**src/rtl/flag_pkg.sv**
```systemverilog
package flag_pkg;
  localparam int ACC_W = 56;
  localparam int CCR_W = 8;
  localparam int NUM_RES_FLAGS = 6;

  localparam int BIT_C = 0;
  localparam int BIT_V = 1;
  localparam int BIT_Z = 2;
  localparam int BIT_N = 3;
  localparam int BIT_U = 4;
  localparam int BIT_E = 5;
  localparam int BIT_L = 6;

  typedef enum logic [1:0] {
    SCALE_NONE = 2'b00,
    SCALE_DOWN = 2'b01,
    SCALE_UP   = 2'b10,
    SCALE_RSVD = 2'b11
  } scale_e;

  typedef struct packed {
    logic [NUM_RES_FLAGS-1:0] load;
    logic                     setLimit;
    logic                     applyAnd;
  } flag_strobe_t;
endpackage

```
**src/rtl/flag_ctrl.sv**
```systemverilog
module flag_ctrl
  import flag_pkg::*;
(
  input  logic [NUM_RES_FLAGS-1:0] flagEn,
  input  logic                     andStrobe,
  input  logic                     limitHit,
  input  logic                     aluOverflow,
  output flag_strobe_t             strobes
);
  always_comb begin
    strobes.applyAnd = andStrobe;
    strobes.load     = andStrobe ? '0 : flagEn;
    strobes.setLimit = !andStrobe && (limitHit || (flagEn[BIT_V] && aluOverflow));
  end
endmodule

```
**src/rtl/flag_datapath.sv**
```systemverilog
module flag_datapath
  import flag_pkg::*;
#(
  parameter int RES_W = ACC_W,
  parameter int REG_W = CCR_W
) (
  input  logic             clk,
  input  logic             rstN,
  input  logic [RES_W-1:0] aluResult,
  input  logic             aluCarry,
  input  logic             aluOverflow,
  input  logic [1:0]       scaleMode,
  input  logic [REG_W-1:0] andMask,
  input  flag_strobe_t     strobes,
  output logic [REG_W-1:0] ccrQ
);
  localparam int LSB_NONE = RES_W - 9;
  localparam int LSB_DOWN = RES_W - 8;
  localparam int LSB_UP   = RES_W - 10;

  logic [NUM_RES_FLAGS-1:0] newFlags;
  logic [REG_W-1:0]         ccrNext;
  logic                     extUsed;
  logic                     unNorm;
  int                       winLsb;

  always_comb begin
    case (scale_e'(scaleMode))
      SCALE_DOWN: winLsb = LSB_DOWN;
      SCALE_UP:   winLsb = LSB_UP;
      default:    winLsb = LSB_NONE;
    endcase
  end

  always_comb begin
    extUsed = 1'b0;
    for (int i = LSB_UP; i < RES_W - 1; i++) begin
      if (i >= winLsb && aluResult[i] != aluResult[RES_W-1]) extUsed = 1'b1;
    end
    unNorm = (aluResult[winLsb] == aluResult[winLsb-1]);
  end

  always_comb begin
    newFlags        = '0;
    newFlags[BIT_C] = aluCarry;
    newFlags[BIT_V] = aluOverflow;
    newFlags[BIT_Z] = (aluResult == '0);
    newFlags[BIT_N] = aluResult[RES_W-1];
    newFlags[BIT_U] = unNorm;
    newFlags[BIT_E] = extUsed;
  end

  always_comb begin
    ccrNext = ccrQ;
    if (strobes.applyAnd) begin
      ccrNext = ccrQ & andMask;
    end else begin
      for (int f = 0; f < NUM_RES_FLAGS; f++) begin
        if (strobes.load[f]) ccrNext[f] = newFlags[f];
      end
      ccrNext[BIT_L] = ccrQ[BIT_L] | strobes.setLimit;
    end
    ccrNext[REG_W-1] = 1'b0;
  end

  always_ff @(posedge clk or negedge rstN) begin
    if (!rstN) ccrQ <= '0;
    else       ccrQ <= ccrNext;
  end

  AST_TOP_BIT_ZERO: assert property (@(posedge clk) disable iff (!rstN)
    ccrQ[REG_W-1] == 1'b0);
  AST_N_FOLLOWS: assert property (@(posedge clk) disable iff (!rstN)
    strobes.load[BIT_N] |=> ccrQ[BIT_N] == $past(aluResult[RES_W-1]));
  AST_L_STICKY: assert property (@(posedge clk) disable iff (!rstN)
    (ccrQ[BIT_L] && !strobes.applyAnd) |=> ccrQ[BIT_L]);
  AST_AND_CLEARS: assert property (@(posedge clk) disable iff (!rstN)
    strobes.applyAnd |=> (ccrQ & ~$past(andMask)) == '0);
  AST_IDLE_HOLD: assert property (@(posedge clk) disable iff (!rstN)
    (strobes.load == '0 && !strobes.setLimit && !strobes.applyAnd) |=> $stable(ccrQ));
endmodule

```
**src/rtl/scaled_flag_unit.sv**
```systemverilog
module scaled_flag_unit
  import flag_pkg::*;
(
  input  logic        clk,
  input  logic        rstN,
  input  logic [55:0] aluResult,
  input  logic        aluCarry,
  input  logic        aluOverflow,
  input  logic        limitHit,
  input  logic [1:0]  scaleMode,
  input  logic [5:0]  flagEn,
  input  logic        andStrobe,
  input  logic [7:0]  andMask,
  output logic [7:0]  ccrOut
);
  flag_strobe_t strobes;

  flag_ctrl i_ctrl (
    .flagEn      (flagEn),
    .andStrobe   (andStrobe),
    .limitHit    (limitHit),
    .aluOverflow (aluOverflow),
    .strobes     (strobes)
  );

  flag_datapath #(.RES_W(ACC_W), .REG_W(CCR_W)) i_dp (
    .clk         (clk),
    .rstN        (rstN),
    .aluResult   (aluResult),
    .aluCarry    (aluCarry),
    .aluOverflow (aluOverflow),
    .scaleMode   (scaleMode),
    .andMask     (andMask),
    .strobes     (strobes),
    .ccrQ        (ccrOut)
  );
endmodule

```
**config.mk**
```make
export PLATFORM = sky130hd
export DESIGN_NAME = scaled_flag_unit
export DESIGN_NICKNAME = d
export VERILOG_FILES = /design/src/rtl/flag_pkg.sv /design/src/rtl/flag_ctrl.sv /design/src/rtl/flag_datapath.sv /design/src/rtl/scaled_flag_unit.sv
export SDC_FILE = /design/constraint.sdc
export NUM_CORES = 1
export LEC_CHECK = 0
export ABC_AREA = 0
export BUFFER_PORTS_ARGS = -buffer_cell sky130_fd_sc_hd__buf_2
export CORE_UTILIZATION = 41
export CTS_BUF_LIST = sky130_fd_sc_hd__clkbuf_2 sky130_fd_sc_hd__clkbuf_4 sky130_fd_sc_hd__clkbuf_8
export CTS_CLUSTER_DIAMETER = 80
export DETAILED_ROUTE_END_ITERATION = 10
export PLACE_DENSITY = 0.88
export SLEW_MARGIN = 0
export SYNTH_ARGS = -nofsm -noshare
export SYNTH_HDL_FRONTEND = slang
export SYNTH_SLANG_ARGS = --single-unit
```
**constraint.sdc**
```tcl
create_clock -name clk -period 1.35 [get_ports clk]
set_input_delay 0.135 -clock clk [delete_from_list [all_inputs] [get_ports clk]]
set_output_delay 0.135 -clock clk [all_outputs]
set_load 0.02 [all_outputs]
```
==> summary.md <==
| Metric | Value |
|---|---|
| Most repeated cell in the gate-level netlist after synthesis | sky130_fd_sc_hd__nor4_1 |
| Net switching power | 292 uW |
| Die Span X | 49.3 um |
| Comb power frac | 49.8% |
| Series of cell instances along the critical path | buf_8 -> inv_6 -> ha_4 -> mux2_4 -> mux4_2 -> a21oi_2 -> a31oi_1 -> o31ai_2 |
| Met3 track demand over resource in global routing | 3.12% |
| Max Slew Vio Count | 0 |
| Static leakage | 0.779 nW |
| Switching part of the total power | 32.8% |
| Largest net degree at the start of global routing | 12 |
| Share of layout cells above drive strength 1 | 58.0% |
| TritonCTS Sinks | 7 |
| RD Place Congestion | 0.910 |
| HP Class | primary input to flip-flop |
| Total die area | 2430 um2 |
| Max frequency | 643 MHz |
| Total of warnings raised by yosys | 0 |
| Number of enable flip-flop cells after synthesis | 0 |
| Kind of start point of the critical path | primary input |
| Clock-pin slew reported for the worst setup and hold paths after clock tree synthesis | 0.05 ns |
| Placeable Area | 2020 um2 |
| Critical path class | primary input to flip-flop |
| CTS tree | built |
| Leading post-synthesis cells by cell area | sky130_fd_sc_hd__dfrtp_1 19%, sky130_fd_sc_hd__mux2i_1 8.7%, sky130_fd_sc_hd__ha_1 8.2%, sky130_fd_sc_hd__nor4_1 7.5%, sky130_fd_sc_hd__o21ai_0 5.5% |
| Sequential group share of total power | 27.2% |
| Detailed placer's ending HPWL | 2820 um |
| Initial antenna violation count | 0 |
| Least setup slack across all paths after layout | -0.205 ns |
| Ratio of total power to cell area | 577 nW/um2 |
| Violations in the final reports | negative setup slack |
| Buffer cell driving the clock tree root | sky130_fd_sc_hd__clkbuf_4 |
| Min Hold Slack | 0.127 ns |
| Residual antenna-violating net count after detailed routing | 0 |
| Via count of the first global-routing pass | 1320 |
| Per-cell routed wire length | 14.1 um |
| Total track usage | 30.1% |
| Global-route met1 utilization | 30.6% |
| Wire length reported by the detailed router | 3280 um |
| First-pass iteration count of the detailed router | 4 |
| CP max-delay cell | sky130_fd_sc_hd__mux4_2 |
| Row Count | 16 |
| Max Fanout on Critical Path | 8 |
| CP endpoint kind | flip-flop |
| Total CTS buffers | 3 |
| Top Registers | i_dp.ccrQ x7 |
| Number of failing hold endpoints at the final stage | 0 |
| Setup slack after placement | -0.586 ns |
| Port bufs | 83 |
| Async set-or-reset flop fraction in the synthesized netlist | 100% |
| Design internal power | 598 uW |
| Flop and latch count out of synthesis | 7 |
| Drt initial violations | 24 |
| Fraction of post-synthesis cell area in the top cell type by area | 19.1% |
| Worst path arrival time | 1.71 ns |
| Largest register FFs | 7 |
| Slowest stage delay, CP | 0.47 ns |
| Number of H-tree branching levels | 1 |
| Global route total overflow | 0 |
| First-pass GRT wire length | 5530 um |
| Final Setup Violations | 1 |
| Worst VDD drop | 0.388 mV |
| Worst clock skew on the final layout | 0 ns |
| Via count of the routed design | 1252 |
| Most frequent cells after synthesis | 11 x sky130_fd_sc_hd__nor4_1, 10 x sky130_fd_sc_hd__o21ai_0, 8 x sky130_fd_sc_hd__inv_1, 8 x sky130_fd_sc_hd__mux2i_1, 7 x sky130_fd_sc_hd__dfrtp_1 |
| Most heavily used metal layer in global routing | met2 |
| Distinct cells, synth | 37 |
| Predominant post-synthesis flop cell | sky130_fd_sc_hd__dfrtp_1 |
| Status | complete, but fails checks |
| GRT met2 Usage | 60.7% |
| Synth Area per Inst | 8.64 um2 |
| Most flop-heavy register | i_dp.ccrQ |
| Vias per cell | 5.40 |
| Required time of the critical path | 1.50 ns |
| Gate count after technology mapping | 106 |
| Number of nets in the final layout | 290 |
| Clock period minus worst slack | 1.56 ns |
| Buffer levels on the longest clock path | 2 |
| Part of the total power dissipated in the clock network | 23.0% |
| Die H | 49.3 um |
| Library cell with the largest summed area after synthesis | sky130_fd_sc_hd__dfrtp_1 |
| Synthesis-to-finish area growth | 68.2% |
| Number of max-capacitance violations reported | 0 |
| Register area share after synthesis | 19.1% |
| Period Utilization, post-route | 115% |
| Unrepaired setup endpoints after global routing | true |
| Mapped Nets | 190 |
| Final antenna diode count | 0 |
| IO Count | 86 |
| Cell area after synthesis | 916 um2 |
| Clock insertion delay at the later pin of the skew report | 0.25 ns |
| Number of remaining DRC errors | 0 |
| Starting utilization of the core area | 45.3% |
[stage by stage]
| step | cells | instance area, um2 | setup TNS [ns] | power, mW | util (%) |
|---|---|---|---|---|---|
| after floorplan | 106 | 933 | -0.347 | 0.445 | - |
| after global placement | 226 | 1450 | -0.842 | 0.642 | 71.9 |
| after detailed placement | 226 | 1450 | -0.904 | 0.659 | 71.9 |
| after CTS | 232 | 1520 | -0.178 | 0.887 | 75.4 |
| after global routing | 232 | 1540 | -0.263 | 0.945 | 76.2 |
| final | 232 | 1540 | -0.205 | 0.889 | 76.2 |
[worst max-delay path: cells and delay by family]
family,cells,cell delay [ns]
buf+inv,2,0.17
compound gates,3,0.44
fa+ha+maj,1,0.19
mux,2,0.78
[final timing paths]
path,start,endpoint,slack (ns),cells after the start
worst max-delay path,scaleMode[1],i_dp.ccrQ[4],-0.21,8
max in group asynchronous,rstN,i_dp.ccrQ[6],0.94,2
worst max register to register,i_dp.ccrQ[6],i_dp.ccrQ[6],0.53,2
worst min register to register,i_dp.ccrQ[2],i_dp.ccrQ[2],0.51,2
min in group asynchronous,rstN,i_dp.ccrQ[0],0.25,2
worst min-delay path,andMask[6],i_dp.ccrQ[6],0.13,3
[final cells by class]
cell class / instances / area, um2
inverter: 8 / 35.0
sequential: 7 / 175
fill: 185 / 482
timing repair buffer: 100 / 556
tap: 27 / 33.8
multi-input combinational: 86 / 711
clock buffer: 4 / 30.0
[cells in the final DEF, fill, tap and decap left out, types with 3 or more instances in the layout]
cell type                   n
sky130_fd_sc_hd__mux4_2     3
sky130_fd_sc_hd__inv_1      7
sky130_fd_sc_hd__nor2_1     3
sky130_fd_sc_hd__nor4_1    11
sky130_fd_sc_hd__o21ai_0   10
sky130_fd_sc_hd__nand4_1    3
sky130_fd_sc_hd__clkbuf_4   4
sky130_fd_sc_hd__ha_1       4
sky130_fd_sc_hd__dfrtp_1    7
sky130_fd_sc_hd__nand2_1    6
sky130_fd_sc_hd__buf_4     16
sky130_fd_sc_hd__buf_2     82
sky130_fd_sc_hd__nand3_1    6
sky130_fd_sc_hd__mux2i_1    8
[kinds of logic (layout without fill, tap and decap cells)]
family | after synthesis | count (layout) | share of synthesized area, %
AOI/OAI and AO/OA | 26 | 26 | 19.3
muxes | 13 | 13 | 19.8
and+or+nand+nor | 40 | 40 | 25.4
other | 1 | 1 | 0.409
DFF | 7 | 7 | 19.1
buffers and inverters | 13 | 112 | 7.79
adders and majority gates | 6 | 6 | 8.20
[repair_timing]
action,4_1_cts,5_1_grt
pin swaps,3,0
endpoints found under the setup margin,1,3
hold buffers,1,0
hold endpoints to repair,7,0
buffers inserted,1,0
resized for setup,8,4
[power groups by stage]
stage / logic, mW / clock network (mW) / registers, mW
floorplan: 0.175 / 0 / 0.270
global placement: 0.398 / 0 / 0.243
detailed placement: 0.413 / 0 / 0.245
CTS: 0.433 / 0.213 / 0.242
global route: 0.481 / 0.219 / 0.244
finish: 0.443 / 0.205 / 0.242
[routing by layer]
metal	vias up	share of wire (%)
met5	-	0
met4	0	1.7
met3	6	6.9
met2	66	55
met1	568	36
li1	612	-
Note: power is estimated with default switching activity, not from simulation.
